==> config.mk <==
export PLATFORM = sky130hd
export DESIGN_NAME = subword_access_adapter
export DESIGN_NICKNAME = d
export VERILOG_FILES = /design/src/rtl/subword_access_pkg.sv /design/src/rtl/subword_addr_decode.sv /design/src/rtl/subword_lane_unit.sv /design/src/rtl/subword_access_adapter.sv
export SDC_FILE = /design/constraint.sdc
export NUM_CORES = 1
export LEC_CHECK = 0
export BUFFER_PORTS_ARGS = -buffer_cell sky130_fd_sc_hd__buf_2
export CAP_MARGIN = 30
export CORE_UTILIZATION = 35
export DETAILED_ROUTE_END_ITERATION = 10
export PLACE_DENSITY = 0.64
export SYNTH_ARGS = -nofsm -noshare
export SYNTH_HDL_FRONTEND = slang
export SYNTH_SLANG_ARGS = --single-unit
==> constraint.sdc <==
create_clock -name clk -period 3.5 [get_ports clk]
set_clock_uncertainty 0.2 [all_clocks]
set_input_delay 0.35 -clock clk [delete_from_list [all_inputs] [get_ports clk]]
set_output_delay 0.35 -clock clk [all_outputs]
set_load 0.03 [all_outputs]
==> src/rtl/subword_access_pkg.sv <==
package subword_access_pkg;

   typedef enum logic [1:0] {
      RGN_NONE = 2'd0,
      RGN_CORE = 2'd1,
      RGN_DMA  = 2'd2,
      RGN_CTRL = 2'd3
   } region_e;

endpackage

==> src/rtl/subword_addr_decode.sv <==
module subword_addr_decode
   import subword_access_pkg::*;
#(
   parameter int ADDR_W     = 8,
   parameter int DATA_W     = 32,
   parameter int CORE_BASE  = 'h00,
   parameter int CORE_WORDS = 16,
   parameter int DMA_BASE   = 'h40,
   parameter int DMA_WORDS  = 8,
   parameter int CTRL_ADDR  = 'h70,
   parameter bit CTRL_EN    = 1'b1,
   localparam int BYTES      = DATA_W / 8,
   localparam int LANE_W     = $clog2(BYTES),
   localparam int SIZE_W     = LANE_W + 1,
   localparam int CORE_IDX_W = $clog2(CORE_WORDS),
   localparam int DMA_IDX_W  = $clog2(DMA_WORDS)
) (
   input  logic [ADDR_W-1:0]     addr,
   input  logic [SIZE_W-1:0]     size,
   output region_e               region,
   output logic [CORE_IDX_W-1:0] core_idx,
   output logic [DMA_IDX_W-1:0]  dma_idx,
   output logic [LANE_W-1:0]     lane,
   output logic                  size_ok
);

   localparam int CORE_SPAN = CORE_WORDS * BYTES;
   localparam int DMA_SPAN  = DMA_WORDS * BYTES;
   localparam int CTRL_WORD = CTRL_ADDR / BYTES;

   int   addr_i;
   int   size_i;
   int   lane_i;
   logic hit_core;
   logic hit_dma;
   logic hit_ctrl;

   always_comb begin
      addr_i   = int'(addr);
      size_i   = int'(size);
      lane     = addr[LANE_W-1:0];
      lane_i   = int'(lane);
      hit_core = (addr_i >= CORE_BASE) && (addr_i < CORE_BASE + CORE_SPAN);
      hit_dma  = (addr_i >= DMA_BASE) && (addr_i < DMA_BASE + DMA_SPAN);
      hit_ctrl = CTRL_EN && ((addr_i / BYTES) == CTRL_WORD);
      core_idx = CORE_IDX_W'((addr_i - CORE_BASE) / BYTES);
      dma_idx  = DMA_IDX_W'((addr_i - DMA_BASE) / BYTES);
      size_ok  = (size_i >= 1) && (size_i <= BYTES) && (lane_i + size_i <= BYTES);
      if (hit_core)      region = RGN_CORE;
      else if (hit_dma)  region = RGN_DMA;
      else if (hit_ctrl) region = RGN_CTRL;
      else               region = RGN_NONE;
   end

endmodule

==> src/rtl/subword_lane_unit.sv <==
module subword_lane_unit #(
   parameter int DATA_W = 32,
   localparam int BYTES  = DATA_W / 8,
   localparam int LANE_W = $clog2(BYTES),
   localparam int SIZE_W = LANE_W + 1
) (
   input  logic [DATA_W-1:0] cur_word,
   input  logic [DATA_W-1:0] wr_data,
   input  logic [LANE_W-1:0] lane,
   input  logic [SIZE_W-1:0] size,
   output logic [DATA_W-1:0] merged_word,
   output logic [DATA_W-1:0] rd_data
);

   logic [DATA_W-1:0] wr_shift;
   logic [DATA_W-1:0] rd_shift;
   logic [BYTES-1:0]  lane_en;

   always_comb begin
      wr_shift = wr_data << {lane, 3'b000};
      rd_shift = cur_word >> {lane, 3'b000};
   end

   for (genvar g = 0; g < BYTES; g++) begin : g_lane
      always_comb begin
         lane_en[g] = (g >= int'(lane)) && (g < int'(lane) + int'(size));
         merged_word[8*g +: 8] = lane_en[g] ? wr_shift[8*g +: 8] : cur_word[8*g +: 8];
         rd_data[8*g +: 8]     = (g < int'(size)) ? rd_shift[8*g +: 8] : 8'h00;
      end
   end

endmodule

==> src/rtl/subword_access_adapter.sv <==
module subword_access_adapter
   import subword_access_pkg::*;
#(
   parameter int ADDR_W     = 8,
   parameter int DATA_W     = 32,
   parameter int CORE_BASE  = 'h00,
   parameter int CORE_WORDS = 16,
   parameter int DMA_BASE   = 'h40,
   parameter int DMA_WORDS  = 8,
   parameter int CTRL_ADDR  = 'h70,
   parameter bit CTRL_EN    = 1'b1,
   localparam int BYTES      = DATA_W / 8,
   localparam int LANE_W     = $clog2(BYTES),
   localparam int SIZE_W     = LANE_W + 1,
   localparam int CORE_IDX_W = $clog2(CORE_WORDS),
   localparam int DMA_IDX_W  = $clog2(DMA_WORDS)
) (
   input  logic                  clk,
   input  logic                  rst_n,
   input  logic                  req_valid,
   input  logic                  req_write,
   input  logic [ADDR_W-1:0]     req_addr,
   input  logic [SIZE_W-1:0]     req_size,
   input  logic [DATA_W-1:0]     req_wdata,
   output logic                  rsp_valid,
   output logic                  rsp_err,
   output logic [DATA_W-1:0]     rsp_rdata,
   output logic [CORE_IDX_W-1:0] core_idx,
   input  logic [DATA_W-1:0]     core_rdata,
   output logic                  core_we,
   output logic [DATA_W-1:0]     core_wdata,
   output logic [DMA_IDX_W-1:0]  dma_idx,
   input  logic [DATA_W-1:0]     dma_rdata,
   output logic                  dma_we,
   output logic [DATA_W-1:0]     dma_wdata,
   output logic [DATA_W-1:0]     ctrl_value
);

   // elaboration-time parameter checks
   if (DATA_W % 8 != 0 || BYTES < 2 || (BYTES & (BYTES - 1)) != 0) begin : g_bad_width
      $error("DATA_W must be a power-of-two count of bytes, at least two");
   end
   if (CORE_WORDS < 2 || DMA_WORDS < 2) begin : g_bad_depth
      $error("register files need at least two words");
   end
   if (CORE_BASE % BYTES != 0 || DMA_BASE % BYTES != 0 || CTRL_ADDR % BYTES != 0) begin : g_bad_align
      $error("window bases must be word aligned");
   end
   if (CORE_BASE + CORE_WORDS * BYTES > DMA_BASE) begin : g_bad_overlap
      $error("core window must end at or below the DMA window");
   end
   if (CTRL_ADDR + BYTES > (1 << ADDR_W)) begin : g_bad_reach
      $error("control word lies outside the address space");
   end

   region_e           rgn;
   logic [LANE_W-1:0] lane;
   logic              size_ok;
   logic              legal;
   logic              do_write;
   logic              ctrl_we;
   logic [DATA_W-1:0] cur_word;
   logic [DATA_W-1:0] merged_word;
   logic [DATA_W-1:0] rd_word;
   logic [DATA_W-1:0] ctrl_q;

   subword_addr_decode #(
      .ADDR_W    (ADDR_W),
      .DATA_W    (DATA_W),
      .CORE_BASE (CORE_BASE),
      .CORE_WORDS(CORE_WORDS),
      .DMA_BASE  (DMA_BASE),
      .DMA_WORDS (DMA_WORDS),
      .CTRL_ADDR (CTRL_ADDR),
      .CTRL_EN   (CTRL_EN)
   ) u_decode (
      .addr    (req_addr),
      .size    (req_size),
      .region  (rgn),
      .core_idx(core_idx),
      .dma_idx (dma_idx),
      .lane    (lane),
      .size_ok (size_ok)
   );

   always_comb begin
      unique case (rgn)
         RGN_CORE: cur_word = core_rdata;
         RGN_DMA:  cur_word = dma_rdata;
         RGN_CTRL: cur_word = ctrl_q;
         default:  cur_word = '0;
      endcase
   end

   subword_lane_unit #(.DATA_W(DATA_W)) u_lanes (
      .cur_word   (cur_word),
      .wr_data    (req_wdata),
      .lane       (lane),
      .size       (req_size),
      .merged_word(merged_word),
      .rd_data    (rd_word)
   );

   always_comb begin
      legal      = size_ok && (rgn != RGN_NONE);
      do_write   = req_valid && req_write && legal;
      core_we    = do_write && (rgn == RGN_CORE);
      dma_we     = do_write && (rgn == RGN_DMA);
      ctrl_we    = do_write && (rgn == RGN_CTRL);
      core_wdata = merged_word;
      dma_wdata  = merged_word;
   end

   if (CTRL_EN) begin : g_ctrl
      always_ff @(posedge clk or negedge rst_n) begin
         if (!rst_n)       ctrl_q <= '0;
         else if (ctrl_we) ctrl_q <= merged_word;
      end
   end else begin : g_no_ctrl
      always_comb ctrl_q = '0;
   end

   assign ctrl_value = ctrl_q;

   always_ff @(posedge clk or negedge rst_n) begin
      if (!rst_n) begin
         rsp_valid <= 1'b0;
         rsp_err   <= 1'b0;
         rsp_rdata <= '0;
      end else begin
         rsp_valid <= req_valid;
         rsp_err   <= req_valid && !legal;
         rsp_rdata <= (req_valid && !req_write && legal) ? rd_word : '0;
      end
   end

endmodule

==> results.tsv, run 1 <==
stage	metric	value	unit
critical_path	start_kind	input port	
synth	synth_edf_count	0	
sta	max_freq	0.303	GHz
critical_path	critical-path-max-stage-delay	0.56	ns
finish	nets	802	
grt	grt_max_degree	49	
synth	synth_ff_type	dfrtp_1	
die	core_area	13200	um2
cts	cts.repair.resized	0	
synth	synth_fa_ha_area_share	1.48	%
cts	cts_inserted_buffers	9	
synth	synthCells	467	
grt	grt_antenna_before_repair	0	
flow_run	drv_cap	0	
synth	syn_area	4740	um2
critical_path	cp_max_fo	7	
critical_path	crit_top_cell	buf_2	
sta	tightest_slew	0.769	ns
detailed_routing	routed_wl	18200	um
detailed_routing	wl_per_cell	21.0	um
die	die_area	14000	um2
detailed_routing	drt_iter0_drc	279	
synth	synth-compound-area-share	24.1	%
sta	slew_viol_final	0	
grt	grt-ovfl-total	0	
synth	yosysWarnings	0	
sta	rsz0062_at_grt	false	
pwr	p_leak	3.35	nW
sta	hold_violations	0	
placement	dp_hpwl	14600	um
critical_path	worst_setup_path_end_kind	output pin	
synth	synth-seq-cells	66	
cts	root_buffer	clkbuf_16	
synth	synth_top_family_by_area	compound AO/OA/AOI/OAI gates	
critical_path	crit_chain	buf_2 -> ha_1 -> inv_1 -> fa_1 -> nor4bb_1 -> a221oi_4 -> nor2_2 -> a22o_1 -> buf_2	
critical_path	crit_type	input port to output pin	
cts	h-tree-depth	3	
placement	post-place-ws	0.245	ns
sta	setup_viol	0	
finish	layout-drive-gt1-share	48.5	%
die	initial_utilization	35.8	%
grt	grt_pass1_vias	4566	
critical_path	critPathRequiredTime	2.95	ns
grt	globalRouteMet1Util	34.2	%
cts	clock_latency	0.34	ns
placement	io_buffers	249	
finish	diodes	0	
cts	clkTransAtPathRegs	0.06	ns
finish	fillCellCount	1316	
critical_path	crit_slowest_cell	fa_1	
synth	synth.distinct_cells	55	
die	die_height	118	um
detailed_routing	viasPerCell	5.41	
critical_path	worstPathArrival	2.75	ns
grt	use_met3	5.02	%
die	die_x	118	um
cts	cts_tree	done	
die	num_io_pins	250	
pwr	ir_drop	0.184	mV
sta	worst_slew_margin_rel	48.7	%
synth	ys_seq_area_share	34.9	%
finish	final_cell_mix	buf_2, dfrtp_1, nor2_1, mux2_4, and2_1	
cts	clk_path_buf_depth	2	
detailed_routing	first_pass_iters	5	
sta	final.setup.tns	0	ns
synth	synth.top_cell.area_share	34.9	%
placement	place_congestion	0.941	
grt	grt_usage	26.1	%
synth	syn_nets	583	
grt	grt_pass1_wl	27300	um
sta	fin_crit_sh	94.3	%
min_path	hold_class	input port to register	
sta	fin_ws	0.200	ns
synth	synth_area_leaders	dfrtp_1, mux2_4, buf_4, a221o_1, mux2i_1	
synth	synth-xor-area-share	0.370	%
die	core.rowCount	42	
detailed_routing	drc	0	
synth	synth_async_sr_flop_share	100	%
finish	syn_to_final_growth	32.2	%
grt	grt_busiest_layer	met2	
detailed_routing	ant_nets	0	
grt	grt_use_met2	43.6	%
synth	synthMuxAreaShare	16.0	%
pwr	p_total	2.46	mW
detailed_routing	vias	4688	
synth	avgSynthCellArea	10.1	um2
sta	layout_min_cycle_time	3.30	ns
sta	whs	0.118	ns
run_status	outcome	finished, final reports clean	
finish	mostFrequentLayoutCell	buf_2	
synth	yosys.area.top_type	dfrtp_1	
synth	synthSimpleGateAreaFrac	12.6	%
cts	cts.sinks	66	
pwr	power_density	394	nW/um2
## state kept, by name (all words and copies together), names as in the netlist
name        flops
rsp_rdata      32
rsp_err         1
rsp_valid       1
ctrl_value     32
## what timing repair did
item,in CTS,in global routing
hold buffers,2,0
setup buffers,0,0
endpoints found under the hold margin,26,0
## synthesized netlist by cell type (3+ instances only)
library cell	number
nand3_1	7
a21o_1	8
o22ai_1	12
a211oi_1	8
dfrtp_1	66
mux2_2	10
o32ai_1	3
mux2i_1	21
nand2_1	20
buf_4	39
nor2b_1	5
inv_1	8
a21oi_1	25
mux2_4	29
buf_2	12
buf_12	3
clkbuf_1	11
and3_1	4
ha_1	4
a221oi_1	8
nor2_1	29
a221o_1	26
and2_1	28
a22o_1	22
o2bb2ai_1	4
nor3_1	5
a22oi_1	8
o21ai_0	7
## power breakdown
group / internal (mW) / total, mW / switching [mW]
Clock: 0.552 / 0.911 / 0.359
Sequential: 0.771 / 0.775 / 0.00463
Combinational: 0.255 / 0.777 / 0.521
Total: 1.58 / 2.46 / 0.885
## worst max-delay path: cells and delay by family
family,cells,cell delay [ns]
AOI/OAI and AO/OA,2,0.39
buffers and inverters,3,0.40
adders and majority gates,2,0.77
and+or+nand+nor,2,0.85
## metal layers
metal / routed length (um) / share of wire (%)
met4: 261 / 1.4
met3: 1120 / 6.1
met5: 0 / 0
met2: 8770 / 48
met1: 8030 / 44
## layout make-up
class / instances / area, um2 / share of cell area [%]
Timing Repair Buffer: 274 / 1460 / 23.4
Sequential cell: 66 / 1650 / 26.4
Clock inverter: 6 / 67.6 / 1.08
Multi-Input combinational cell: 326 / 2590 / 41.4
Inverter: 9 / 33.8 / 0.540
Clock buffer: 10 / 229 / 3.66
Tap cell: 176 / 220 / 3.52
## metrics by stage
step / util (%) / instance area [um2] / instances
floorplan: - / 4740 / 467
global placement: 44.9 / 5940 / 849
detailed placement: 44.9 / 5940 / 849
CTS: 47.3 / 6260 / 867
global route: 47.3 / 6260 / 867
finish: 47.3 / 6260 / 867
## worst paths after layout
path                                 from             end  slack [ns]  depth (start not counted)
max in group asynchronous           rst_n   ctrl_value[0]        2.16                          3
min in group asynchronous           rst_n   rsp_rdata[26]        0.18                          2
max reg2reg                 ctrl_value[8]   ctrl_value[8]        1.45                          3
min reg2reg                ctrl_value[20]  ctrl_value[20]        0.34                          1
min                         dma_rdata[31]   rsp_rdata[31]        0.12                          3
max                           req_size[0]   core_wdata[4]        0.20                          9
## cell families after synthesis
group,Yosys count
AOI/OAI and AO/OA,146
and+or+nand+nor,113
buffers and inverters,75
DFF,66
muxes,60
adders and majority gates,5
xor gates and xnor gates,2
Note: power is estimated with default switching activity, not from simulation.
==> inputs of run 2 (changes only) <==
CORE_UTILIZATION = 46   (was 35)
PLACE_DENSITY = 0.81   (was 0.64)
REMOVE_ABC_BUFFERS = 1   (was not set)
==> run 2 against run 1 <==
First-iteration DRC count grew 27%. Core utilization grew 15 points. Wire length shrank 9.3%. Clock-buffer cell count shrank 1. Worst hold slack gained 0.0046 ns. Flip-flop and latch count is the same. Setup slack gained 0.059 ns. Cell area shrank 2.5%. Non-clock buffer count shrank 4. Critical path type unchanged.
==> results.tsv, run 2 (same netlist as run 1, synthesis figures left out) <==
stage	metric	value	unit	change
placement	io_buffers	249		unchanged
finish	diodes	0		unchanged
finish	mostFrequentLayoutCell	buf_2		
detailed_routing	ant_nets	0		unchanged
sta	setup_viol	0		unchanged
sta	slew_viol_final	0		unchanged
die	core.rowCount	36		-14%
min_path	hold_path_startpoint	dma_rdata[31]		
finish	layout-drive-gt1-share	48.3	%	-0.15 points
critical_path	crit_type	input port to output pin		
cts	clkTransAtPathRegs	0.07	ns	about the same
finish	stdcell_count	820		-5.4%
grt	grt_antenna_before_repair	0		unchanged
sta	fin_crit_sh	92.6	%	-1.7 points
pwr	p_total	2.28	mW	-7.6%
pwr	p_leak	3.29	nW	-1.6%
detailed_routing	viasPerCell	5.84		+7.9%
finish	fin_area	6100	um2	-2.5%
cts	h-tree-depth	3		unchanged
detailed_routing	drc	0		unchanged
sta	hold_violations	0		unchanged
sta	final.setup.tns	0	ns	unchanged
grt	grt_max_degree	49		unchanged
detailed_routing	wl_per_cell	20.1	um	-4.1%
critical_path	setup.worst_path.start	req_size[0]		
die	num_io_pins	250		unchanged
die	initial_utilization	48.0	%	+12 points
critical_path	start_kind	input port		
cts	clk_path_buf_depth	2		unchanged
detailed_routing	drt_iter0_drc	354		+27%
placement	placed_cell_area	5850	um2	-1.5%
cts	cts_tree	done		
detailed_routing	vias	4785		+2.1%
pwr	ir_drop	0.230	mV	+25%
finish	nets	798		-0.50%
placement	placed_cells	802		-5.5%
sta	fin_ws	0.260	ns	+0.0594 ns
placement	dp_hpwl	12800	um	-12%
sta	max_freq	0.309	GHz	+1.8%
grt	grt_pass1_wl	24300	um	-11%
sta	worst_slew_margin_rel	51.3	%	+2.6 points
finish	final_cell_mix	buf_2, dfrtp_1, nor2_1, mux2_4, and2_1		
sta	tightest_slew	0.728	ns	-0.0410 ns
pwr	power_density	373	nW/um2	-5.2%
run_status	outcome	finished, final reports clean		
grt	grt_pass1_vias	4357		-4.6%
critical_path	cp_max_fo	7		unchanged
sta	layout_min_cycle_time	3.24	ns	-0.0594 ns
die	die_x	103	um	-13%
critical_path	worstPathArrival	2.69	ns	-0.06 ns
grt	grt-ovfl-total	0		unchanged
die	die_area	10700	um2	-24%
detailed_routing	first_pass_iters	6		+1
detailed_routing	routed_wl	16500	um	-9.3%
placement	place_congestion	0.921		-2.1%
cts	cts.repair.resized	0		unchanged
critical_path	critPathRequiredTime	2.95	ns	about the same
critical_path	worst_setup_path_end_kind	output pin		
die	die_height	103	um	-13%
critical_path	r2r-start	ctrl_value[29]		
die	core_area	9860	um2	-26%
min_path	hold_class	input port to register		
placement	post-place-ws	0.252	ns	+0.00761 ns
cts	cts_inserted_buffers	9		unchanged
cts	cts.sinks	66		unchanged
cts	clock_latency	0.34	ns	about the same
sta	rsz0062_at_grt	false		
grt	grt_usage	30.7	%	+4.6 points
flow_run	drv_cap	0		unchanged
finish	syn_to_final_growth	28.8	%	
cts	root_buffer	clkbuf_8		
-- run 2: where the power goes --
| part | switching, mW | total (mW) | internal, mW |
|---|---|---|---|
| combinational | 0.512 | 0.767 | 0.254 |
| clock | 0.330 | 0.735 | 0.406 |
| sequential | 0.00489 | 0.774 | 0.769 |
| total | 0.847 | 2.28 | 1.43 |
-- run 2: layout make-up --
type / count / area, um2
clock buffers: 9 / 124
clock inverters: 7 / 101
fillers: 863 / 3760
inverters: 9 / 33.8
multi-input cells: 326 / 2600
flip-flops and latches: 66 / 1650
well taps: 133 / 166
repair buffers: 270 / 1420
-- run 2: layer usage --
layer  global-route usage (%)  vias up  wire length, um
met1                     42.4     2323             7000
met2                     49.0      264             7870
met3                     6.12       32             1290
met5                        0        -                0
li1                         -     2166                -
met4                     8.67        0              327
-- run 2: stage by stage --
| step | hold WS [ns] | util (%) |
|---|---|---|
| 2_1_floorplan | -0.146 | - |
| 3_3_place_gp | 0.0493 | 59.3 |
| 3_5_place_dp | 0.0598 | 59.3 |
| 4_1_cts | 0.104 | 61.8 |
| 5_1_grt | 0.120 | 61.8 |
| 6_report | 0.122 | 61.8 |
-- run 2: final timing paths --
path | slack, ns | to | cells after the start
max | 0.26 | core_wdata[6] | 9
min | 0.12 | rsp_rdata[31] | 3
max reg2reg | 1.75 | ctrl_value[29] | 3
min reg2reg | 0.35 | ctrl_value[13] | 1
max in group asynchronous | 2.07 | rsp_rdata[31] | 3
min in group asynchronous | 0.28 | rsp_rdata[8] | 2
-- run 2: worst max-delay path, cell delays in order --
cell,delay (ns)
buf_2,0.11
ha_1,0.19
inv_1,0.06
fa_1,0.56
nor4bb_1,0.50
a221oi_4,0.12
nor2_2,0.31
a22o_1,0.26
buf_2,0.22
-- run 2: repair_timing --
action / in CTS / in global routing
setup buffers: 0 / 0
hold buffers: 2 / 0
hold endpoints to repair: 13 / 0
